==> src/rtl/psd_pkg.sv <==
package psd_pkg;

   // Prescaler modulus select: short (MOD_LO) or long (MOD_LO + 1)
   typedef enum logic {
      PSD_MOD_SHORT = 1'b0,
      PSD_MOD_LONG  = 1'b1
   } psd_mod_e;

endpackage

==> src/rtl/psd_cfg_decode.sv <==
// Splits the channel word into swallow/pulse counts and replaces illegal
// settings by the minimum legal ratio.
module psd_cfg_decode #(
   parameter int A_W   = 5,
   parameter int B_W   = 12,
   parameter int B_MIN = 3,
   localparam int CFG_W = A_W + B_W
) (
   input  logic [CFG_W-1:0] cfg_i,
   output logic [A_W-1:0]   a_o,
   output logic [B_W-1:0]   b_o,
   output logic             err_o
);

   logic [A_W-1:0] a_raw;
   logic [B_W-1:0] b_raw;
   logic           b_small;
   logic           b_below_a;

   assign a_raw     = cfg_i[A_W-1:0];
   assign b_raw     = cfg_i[CFG_W-1:A_W];
   assign b_small   = (b_raw < B_W'(B_MIN));

   generate
      if (A_W > B_W) begin : g_wide_a
         assign b_below_a = ({{(A_W-B_W){1'b0}}, b_raw} < a_raw);
      end else if (A_W < B_W) begin : g_wide_b
         assign b_below_a = (b_raw < {{(B_W-A_W){1'b0}}, a_raw});
      end else begin : g_same
         assign b_below_a = (b_raw < a_raw);
      end
   endgenerate

   always_comb begin
      err_o = b_small | b_below_a;
      if (err_o) begin
         a_o = '0;
         b_o = B_W'(B_MIN);
      end else begin
         a_o = a_raw;
         b_o = b_raw;
      end
   end

endmodule

==> src/rtl/psd_prescaler.sv <==
// Fixed pre-divider followed by a MOD_LO/(MOD_LO+1) dual-modulus stage.
// tc_o marks the last input clock of each prescaler cycle.
module psd_prescaler
   import psd_pkg::*;
#(
   parameter int PRE_FIX = 2,
   parameter int MOD_LO  = 32,
   localparam int MC_W   = $clog2(MOD_LO + 1),
   localparam int PH_W   = (PRE_FIX > 1) ? $clog2(PRE_FIX) : 1
) (
   input  logic     clk_i,
   input  logic     rst_ni,
   input  psd_mod_e mode_i,
   output logic     tc_o
);

   logic            stage_en;
   logic [MC_W-1:0] mc_q;
   logic [MC_W-1:0] mc_last;

   generate
      if (PRE_FIX == 1) begin : g_no_fix
         assign stage_en = 1'b1;
      end else begin : g_fix
         logic [PH_W-1:0] ph_q;
         always_ff @(posedge clk_i or negedge rst_ni) begin
            if (!rst_ni) begin
               ph_q <= '0;
            end else if (ph_q == PH_W'(PRE_FIX - 1)) begin
               ph_q <= '0;
            end else begin
               ph_q <= ph_q + 1'b1;
            end
         end
         assign stage_en = (ph_q == PH_W'(PRE_FIX - 1));
      end
   endgenerate

   assign mc_last = (mode_i == PSD_MOD_LONG) ? MC_W'(MOD_LO) : MC_W'(MOD_LO - 1);
   assign tc_o    = stage_en && (mc_q == mc_last);

   always_ff @(posedge clk_i or negedge rst_ni) begin
      if (!rst_ni) begin
         mc_q <= '0;
      end else if (tc_o) begin
         mc_q <= '0;
      end else if (stage_en) begin
         mc_q <= mc_q + 1'b1;
      end
   end

endmodule

==> src/rtl/psd_modctl.sv <==
// Swallow and pulse down-counters. Both reload in the first cycle of a
// period; the swallow counter keeps the long modulus while nonzero.
module psd_modctl
   import psd_pkg::*;
#(
   parameter int A_W = 5,
   parameter int B_W = 12
) (
   input  logic           clk_i,
   input  logic           rst_ni,
   input  logic           tc_i,
   input  logic [A_W-1:0] a_i,
   input  logic [B_W-1:0] b_i,
   input  logic           err_i,
   output psd_mod_e       mode_o,
   output logic           load_o,
   output logic           last_o,
   output logic           err_o
);

   logic [A_W-1:0] sw_q;
   logic [B_W-1:0] pc_q;
   logic           load_q;
   logic           err_q;

   assign load_o = load_q;
   assign err_o  = err_q;
   assign mode_o = (sw_q != '0) ? PSD_MOD_LONG : PSD_MOD_SHORT;
   assign last_o = tc_i && !load_q && (pc_q == B_W'(1));

   always_ff @(posedge clk_i or negedge rst_ni) begin
      if (!rst_ni) begin
         sw_q   <= '0;
         pc_q   <= '0;
         load_q <= 1'b1;
         err_q  <= 1'b0;
      end else begin
         load_q <= last_o;
         if (load_q) begin
            sw_q  <= a_i;
            pc_q  <= b_i;
            err_q <= err_i;
         end else if (tc_i) begin
            pc_q <= pc_q - 1'b1;
            if (sw_q != '0) begin
               sw_q <= sw_q - 1'b1;
            end
         end
      end
   end

endmodule

==> src/rtl/pswallow_div.sv <==
module pswallow_div
   import psd_pkg::*;
#(
   parameter int A_W     = 5,
   parameter int B_W     = 12,
   parameter int B_MIN   = 3,
   parameter int PRE_FIX = 2,
   parameter int MOD_LO  = 32,
   localparam int CFG_W  = A_W + B_W
) (
   input  logic             clk_i,
   input  logic             rst_ni,
   input  logic [CFG_W-1:0] cfg_word_i,
   output logic             div_o,
   output logic             cfg_err_o
);

   generate
      if (A_W < 1 || B_W < 2) begin : g_bad_width
         $error("pswallow_div: counter widths too small");
      end
      if (PRE_FIX < 1) begin : g_bad_fix
         $error("pswallow_div: PRE_FIX must be at least 1");
      end
      if (MOD_LO < 2) begin : g_bad_mod
         $error("pswallow_div: MOD_LO must be at least 2");
      end
      if (B_MIN < 2 || B_MIN >= (1 << B_W)) begin : g_bad_bmin
         $error("pswallow_div: B_MIN out of range");
      end
   endgenerate

   logic [A_W-1:0] a_w;
   logic [B_W-1:0] b_w;
   logic           dec_err_w;
   psd_mod_e       mode_w;
   logic           pre_tc;
   logic           load_w;
   logic           last_w;
   logic           err_w;
   logic           div_q;

   psd_cfg_decode #(
      .A_W   (A_W),
      .B_W   (B_W),
      .B_MIN (B_MIN)
   ) u_decode (
      .cfg_i (cfg_word_i),
      .a_o   (a_w),
      .b_o   (b_w),
      .err_o (dec_err_w)
   );

   psd_prescaler #(
      .PRE_FIX (PRE_FIX),
      .MOD_LO  (MOD_LO)
   ) u_pre (
      .clk_i  (clk_i),
      .rst_ni (rst_ni),
      .mode_i (mode_w),
      .tc_o   (pre_tc)
   );

   psd_modctl #(
      .A_W (A_W),
      .B_W (B_W)
   ) u_ctl (
      .clk_i  (clk_i),
      .rst_ni (rst_ni),
      .tc_i   (pre_tc),
      .a_i    (a_w),
      .b_i    (b_w),
      .err_i  (dec_err_w),
      .mode_o (mode_w),
      .load_o (load_w),
      .last_o (last_w),
      .err_o  (err_w)
   );

   always_ff @(posedge clk_i or negedge rst_ni) begin
      if (!rst_ni) begin
         div_q <= 1'b0;
      end else begin
         div_q <= last_w;
      end
   end

   assign div_o     = div_q;
   assign cfg_err_o = err_w;

endmodule

==> config.mk <==
export PLATFORM = sky130hd
export DESIGN_NAME = pswallow_div
export DESIGN_NICKNAME = d
export VERILOG_FILES = /design/src/rtl/psd_pkg.sv /design/src/rtl/psd_cfg_decode.sv /design/src/rtl/psd_prescaler.sv /design/src/rtl/psd_modctl.sv /design/src/rtl/pswallow_div.sv
export SDC_FILE = /design/constraint.sdc
export NUM_CORES = 1
export LEC_CHECK = 0
export ABC_AREA = 1
export BUFFER_PORTS_ARGS = -buffer_cell sky130_fd_sc_hd__buf_2
export CORE_MARGIN = 1.5
export CORE_UTILIZATION = 53
export CTS_CLUSTER_DIAMETER = 80
export CTS_CLUSTER_SIZE = 28
export DETAILED_ROUTE_END_ITERATION = 7
export PLACE_DENSITY = 0.73
export SYNTH_ARGS = -nofsm -noshare
export SYNTH_HDL_FRONTEND = slang
export SYNTH_HIERARCHICAL = 1
export SYNTH_SLANG_ARGS = --single-unit
==> constraint.sdc <==
create_clock -name clk_i -period 4 [get_ports clk_i]
set_clock_uncertainty 0.15 [all_clocks]
set_input_delay 0.8 -clock clk_i [delete_from_list [all_inputs] [get_ports clk_i]]
set_output_delay 0.8 -clock clk_i [all_outputs]
set_load 0.02 [all_outputs]
# After elaboration in Yosys (flattened, before gate mapping)

Index checks and enable logic that the tools add are counted.

Bits in read-only memories: 0
Word-level logic and storage cells: 37
Memories: 0
Bits of input ports: 19
Bits in writable memories: 0
Register bits after elaboration: 27
Bits in latches: 0
Output and inout port bits: 2

$add $sub $neg: 4
Shift-type cells: 0
Multipliers: 0
Order comparisons: 2
Bitwise gates (word level): 1
Eq/ne operators: 2
Div/mod/pow operators: 0
Reduce and logical (&&, ||, !) cells: 9
Mux-type cells: 12

Operators with widths:

| kind                                                                  | number |
|---|---|
| 12-bit 2-to-1 mux                                                     | 3 |
| 5-bit 2-to-1 mux                                                      | 4 |
| 6-bit 2-to-1 mux                                                      | 3 |
| 12-bit by 1-bit == test with 1-bit output, second input constant      | 1 |
| 12-bit by 2-bit < comparator with 1-bit output, second input constant | 1 |
| 12-bit by 5-bit < comparator with 1-bit output                        | 1 |
| 12-bit by 1-bit subtractor with 12-bit output, second input constant  | 1 |
| 6-bit by 1-bit adder with 6-bit output, second input constant         | 1 |
| 6-bit == test                                                         | 1 |
| 2-bit nonzero test                                                    | 3 |
| 5-bit nonzero test                                                    | 1 |
| 5-bit by 1-bit subtractor with 5-bit output, second input constant    | 1 |
| 1-bit logical AND                                                     | 3 |
| 1-bit 2-to-1 mux                                                      | 2 |
| 2-bit AND reduction                                                   | 1 |
| 1-bit adder, second input constant                                    | 1 |
| 1-bit zero test                                                       | 1 |
| 1-bit OR                                                              | 1 |

# Longest topological paths before layout

Depth after elaboration: 7
Gate-level depth with buffers: 15
Mapped depth without buffers: 14

# Cells and area by module

Netlist, hierarchy kept.

Modules (own cells, without submodules):

| module         | area each (um^2) | instances | cells an instance |
|---|---|---|---|
| psd_modctl     | 1187.4           | 1         | 166 |
| psd_prescaler  | 391.6            | 1         | 53 |
| psd_cfg_decode | 252.7            | 1         | 51 |
| pswallow_div   | 25.0             | 1         | 1 |

# Worst setup path after synthesis

No wires, ideal clock.

Kind: input to register
Start: in cfg_word_i[3]
End: reg u_ctl.sw_q[3]
Stages: 11
Slack: 1.761 ns
Library setup time: 0.117 ns
Buffers on the path: 0
Data arrival time: 1.972 ns
Data required time: 3.733 ns
Cells stage by stage: inv_1 ha_1 a21oi_1 nand2_1 nand2_1 nand2_2 nand2_4 nor2_1 or2_2 nand3_1 nand2_1

Cells in the longest elaborated chain, start to end: 4

Ends and longest elaborated chain:

| element                                        | line                 | RTL |
|---|---|---|
| start: declaration                             | pswallow_div.sv:13   | `input logic [CFG_W-1:0] cfg_word_i,` |
| 12-bit by 5-bit < comparator with 1-bit output | psd_cfg_decode.sv:28 | `assign b_below_a = (b_raw < {{(B_W-A_W){1'b0}}, a_raw});` |
| 1-bit OR                                       | psd_cfg_decode.sv:35 | `err_o = b_small \| b_below_a;` |
| named net dec_err_w                            | pswallow_div.sv:35   | `logic dec_err_w;` |
| 5-bit 2-to-1 mux                               | psd_cfg_decode.sv:36 | `if (err_o) begin` |
| named net a_w[3]                               | pswallow_div.sv:33   | `logic [A_W-1:0] a_w;` |
| 5-bit 2-to-1 mux                               | psd_modctl.sv:39     | `if (load_q) begin` |
| end signal: assignment                         | psd_modctl.sv:40     | `sw_q <= a_i;` |
| end signal: assignment                         | psd_modctl.sv:46     | `sw_q <= sw_q - 1'b1;` |
| end: declaration                               | psd_modctl.sv:21     | `logic [A_W-1:0] sw_q;` |

The timed path passes the listed nets, and every way through them passes these cells.
A chain may end at the register's enable or synchronous reset.

# Worst setup path in the final report

Start: reg u_ctl.sw_q[0]
End: reg u_ctl.pc_q[10]

Cells in the longest elaborated chain, start to end: 6

Ends and longest elaborated chain:

| element                      | line                | RTL |
|---|---|---|
| 5-bit nonzero test           | psd_modctl.sv:28    | `assign mode_o = (sw_q != '0) ? PSD_MOD_LONG : PSD_MOD_SHORT;` |
| 1-bit 2-to-1 mux             | psd_modctl.sv:28    |  |
| named net mode_w             | pswallow_div.sv:36  | `psd_mod_e mode_w;` |
| 6-bit 2-to-1 mux             | psd_prescaler.sv:39 | `assign mc_last = (mode_i == PSD_MOD_LONG) ? MC_W'(MOD_LO) : MC_W'(MOD_LO - 1);` |
| 6-bit == test                | psd_prescaler.sv:40 | `assign tc_o = stage_en && (mc_q == mc_last);` |
| 1-bit logical AND            | psd_prescaler.sv:40 |  |
| named net pre_tc             | pswallow_div.sv:37  | `logic pre_tc;` |
| 2-bit nonzero test (no line) | n/a                 |  |
| end signal: assignment       | psd_modctl.sv:41    | `pc_q <= b_i;` |
| end signal: assignment       | psd_modctl.sv:44    | `pc_q <= pc_q - 1'b1;` |
| end: declaration             | psd_modctl.sv:22    | `logic [B_W-1:0] pc_q;` |

The timed path passes the listed nets, and every way through them passes these cells.

==> results_tabular.tex <==
\begin{tabular}{lr}
\hline
Metric & Value \\
\hline
\multicolumn{2}{l}{\textbf{Run status}} \\
\quad Outcome & finished, final reports clean \\
\multicolumn{2}{l}{\textbf{STA}} \\
\quad FMAX & 413 MHz \\
\quad Final hold violation count & 0 \\
\quad Setup repair after global routing missed its margin & false \\
\quad Final critical-path share of the clock period & 0.605 \\
\quad Setup violations, final & 0 \\
\quad Headroom to the max-slew limit & 0.486 \\
\quad Worst hold slack & 0.302 ns \\
\quad Setup tns final & 0 ns \\
\quad Actual slew at the worst max-slew pin & 0.769 ns \\
\quad Min Tclk post-route & 2.42 ns \\
\quad Number of pins exceeding their max-slew limit in the final report & 0 \\
\multicolumn{2}{l}{\textbf{Finish}} \\
\quad Final non-filler cell total & 330 \\
\quad Post-layout net count & 312 \\
\quad Multi-input gate area & 988 sq um \\
\quad Final antenna diode count & 0 \\
\quad Ratio of cells with drive above 1 in the final layout & 0.144 \\
\quad Number of fill cells in the layout & 327 \\
\quad Area Growth Syn to Fin & 7.08\% \\
\quad FF/Latch Area & 677 sq um \\
\quad Final standard cell utilization of the core & 0.596 \\
\multicolumn{2}{l}{\textbf{Global route}} \\
\quad Number of antenna violations at the first check in global routing & 0 \\
\quad Grt ovf & 0 \\
\quad Global-route total usage across every layer & 0.214 \\
\quad Pin count of the biggest net entering global routing & 28 \\
\quad Wire length of the first global-routing pass & 6710 um \\
\quad Via count of the first global-routing pass & 1533 \\
\multicolumn{2}{l}{\textbf{Pwr}} \\
\quad Pwr dens & 216 mW/mm\^{}2 \\
\quad Overall Power & 430 uW \\
\quad Maximum ir drop on the vdd rail & 0.129 mV \\
\quad Reported leakage power & 0.00103 uW \\
\multicolumn{2}{l}{\textbf{Floorplanning}} \\
\quad Area of the die & 0.00387 sq mm \\
\quad Die extent in x & 62.2 um \\
\quad Placeable core area & 0.00334 sq mm \\
\quad Site row count & 21 \\
\quad Die height & 62.2 um \\
\quad I/O Pins & 21 \\
\quad Initial core utilization & 0.556 \\
\multicolumn{2}{l}{\textbf{Placed design}} \\
\quad Detailed placer's ending HPWL & 2810 um \\
\quad Inst Count DP & 326 \\
\quad Weighted congestion at the end of routability-driven global placement & 0.783 \\
\quad Count of port buffers added during placement & 20 \\
\multicolumn{2}{l}{\textbf{Routing}} \\
\quad Detailed-routing iteration count for the pre-antenna-repair pass & 4 \\
\quad Routed length per placed instance & 11.3 um \\
\quad Met2 wirelength from detailed routing & 1670 um \\
\quad Sum of routed wire segments on met1 & 1940 um \\
\quad DR vias & 1637 \\
\quad Met3 WL post-DR & 84 um \\
\quad Number of DRC violations after detailed-routing iteration 0 & 101 \\
\quad Topmost layer with routed signal wires & met4 \\
\quad Drc violations & 0 \\
\quad Number of vias per cell after detailed routing & 4.96 \\
\quad DRT antenna net count & 0 \\
\quad Routed Wire Length & 3720 um \\
\multicolumn{2}{l}{\textbf{Synthesis}} \\
\quad Number of enable-type register cells in the synthesized netlist & 0 \\
\quad Post-synthesis simple-gate area fraction & 0.390 \\
\quad Arithmetic-cell share of the synthesized area counting full adders, half adders and majority gates & 0.0539 \\
\quad Portion of the post-synthesis area used by sequential elements & 0.365 \\
\quad Async set-reset flop share out of synthesis & 1.00 \\
\quad Number of nets in the synthesized netlist & 298 \\
\quad Most frequent cell after synthesis & sky130\_fd\_sc\_hd\_\_nand2\_1 \\
\quad Number of warnings issued by yosys & 6 \\
\quad Xor and xnor fraction of the mapped netlist area & 0.0189 \\
\quad Leading register cell type out of synthesis & sky130\_fd\_sc\_hd\_\_dfrtp\_1 \\
\quad Largest area contributor in the netlist & sky130\_fd\_sc\_hd\_\_dfrtp\_1 \\
\quad Cells after Synth & 271 \\
\quad Proportion of netlist area held by the largest area contributor & 0.350 \\
\quad Synth Area per Inst & 6.85 sq um \\
\quad Mux cell area share after synthesis & 0 \\
\quad Most frequent cells after synthesis & sky130\_fd\_sc\_hd\_\_nand2\_1 (91), sky130\_fd\_sc\_hd\_\_inv\_1 (33), sky130\_fd\_sc\_hd\_\_dfrtp\_1 (26), sky130\_fd\_sc\_hd\_\_nor2\_1 (26), sky130\_fd\_sc\_hd\_\_nand3\_1 (22) \\
\quad Total standard cell area after synthesis & 0.00186 sq mm \\
\quad Area fraction in compound gates after synthesis & 0.0694 \\
\quad Count of unique library cells instantiated by Yosys & 28 \\
\quad Ranking of synthesized cells by area & sky130\_fd\_sc\_hd\_\_dfrtp\_1 (35\%), sky130\_fd\_sc\_hd\_\_nand2\_1 (18\%), sky130\_fd\_sc\_hd\_\_inv\_1 (6.7\%), sky130\_fd\_sc\_hd\_\_nand3\_1 (5.9\%), sky130\_fd\_sc\_hd\_\_ha\_1 (5.4\%) \\
\quad Dominant combinational cell family by area after synthesis & simple AND/OR/NAND/NOR gates \\
\quad Yosys reg bits & 27 \\
\multicolumn{2}{l}{\textbf{Clock tree}} \\
\quad Clock insertion delay at the later pin of the skew report & 0.33 ns \\
\quad CTS Sinks & 27 \\
\quad Cts bufs inserted & 3 \\
\quad Root Driver & sky130\_fd\_sc\_hd\_\_clkbuf\_4 \\
\quad Post-cts sizing count & 0 \\
\quad Post-CTS clock slew at the launch and capture registers of the worst setup and hold paths & 0.16 ns \\
\quad Total number of H-tree levels & 1 \\
\quad Post-CTS Repair Setup Buffers & 0 \\
\quad Hold-fix buffer count after cts & 0 \\
\quad CTS tree & done \\
\quad Number of buffers between clock root and the deepest sink & 2 \\
\multicolumn{2}{l}{\textbf{Critical path}} \\
\quad Worst reg2reg path endpoint & u\_ctl/pc\_q[10] \\
\quad Reg2Reg Launch Point & u\_ctl/sw\_q[0] \\
\quad Kind of start point of the critical path & flop \\
\quad Cell depth of the worst flop-to-flop path & 12 \\
\quad Capturing element type of the critical path & flop \\
\quad Critical Path Fanout Max & 12 \\
\quad Crit path cell chain & inv\_1, ha\_1, inv\_1, nor3\_2, nand2\_1, nand2\_1, nor2\_1, nand2\_1, a21oi\_1, nor2\_1, a22oi\_1, nand2\_1 \\
\quad Required time of the critical path & 4.13 ns \\
\quad Arrival time reported for the critical path endpoint & 2.55 ns \\
\quad Maximum cell stage delay along the critical path & 0.60 ns \\
\quad Master of the slowest instance on the critical path & sky130\_fd\_sc\_hd\_\_nor2\_1 \\
\quad Cell type with the highest occurrence count on the critical path & sky130\_fd\_sc\_hd\_\_nand2\_1 \\
\quad Critical path type & flop to flop \\
\quad Setup slack of the most critical reg-to-reg path & 1.58 ns \\
\multicolumn{2}{l}{\textbf{Run}} \\
\quad Count of max-cap constraint violations & 0 \\
\multicolumn{2}{l}{\textbf{Min path}} \\
\quad Min-delay worst type & input port to async pin \\
\hline
\end{tabular}
==> cell type report <==
cell class,count,share of cell area
clock buffer,3,0.0113
timing repair buffer,21,0.0541
inverter,34,0.0642
tap,46,0.0289
multi-input combinational,198,0.497
sequential,27,0.340
clock inverter,1,0.00378
==> cells by family after synthesis <==
kind of cell / after synthesis
buffers and inverters: 46
AND/OR/NAND/NOR: 164
XOR/XNOR: 4
adder cells (fa/ha/maj): 8
AO/OA/AOI/OAI: 22
flip-flops: 27
==> sequential cells by signal, summed over array words and instances, names as in the netlist <==
| signal | count |
|---|---|
| u_ctl/load_o | 1 |
| u_ctl/err_o | 1 |
| u_pre/g_fix.ph_q | 1 |
| div_o | 1 |
| u_ctl/pc_q | 12 |
| u_pre/mc_q | 6 |
| u_ctl/sw_q | 5 |
==> power by group <==
group          switching, uW  internal, uW  total (uW)
registers                  0           273         273
clock network           86.8          38.2         125
logic                   18.8          12.9        31.6
total                    106           324         430
==> critical path: cells and delay by family, from the launching register on <==
family | cells | cell delay (ns)
AOI/OAI and AO/OA | 2 | 0.25
adders and majority gates | 1 | 0.18
buffers and inverters | 2 | 0.17
DFF | 1 | 0.41
and+or+nand+nor | 7 | 1.19
==> layout by cell type, fill, tap and decap left out, drive strengths merged, types with 2 or more instances in the layout <==
cell and n:
a21oi 7, nor3 4, o21bai 2, nor2 31
xor2 2, inv 34, clkbuf 3, nand3 22
nand2 97, o21ai 8, a22oi 4, nand4 7
buf 21, dfrtp 26, xnor2 2, ha 8
==> routing by layer <==
layer | track usage | vias up
li1 | - | 876
met1 | 0.303 | 736
met2 | 0.353 | 23
met3 | 0.0217 | 2
met4 | 0.0583 | 0
met5 | 0 | -
==> worst max-delay path by stage <==
stage	cells after the start	slack, ns	start	to
after floorplan	11	1.76	cfg_word_i[3]	u_ctl/sw_q[3]
after global placement	12	1.63	cfg_word_i[3]	u_ctl/sw_q[3]
after detailed placement	12	1.59	cfg_word_i[3]	u_ctl/sw_q[3]
after CTS	12	1.58	u_ctl/sw_q[0]	u_ctl/pc_q[10]
after global routing	12	1.33	u_ctl/sw_q[0]	u_ctl/pc_q[11]
final	12	1.58	u_ctl/sw_q[0]	u_ctl/pc_q[10]
==> stage by stage <==
| stage | setup WS [ns] | area (sq um) |
|---|---|---|
| floorplan | 1.76 | 1860 |
| global placement | 1.63 | 1960 |
| detailed placement | 1.59 | 1960 |
| CTS | 1.58 | 1990 |
| global route | 1.33 | 1990 |
| finish | 1.58 | 1990 |
No activity file was read; power rests on OpenSTA's default activity.
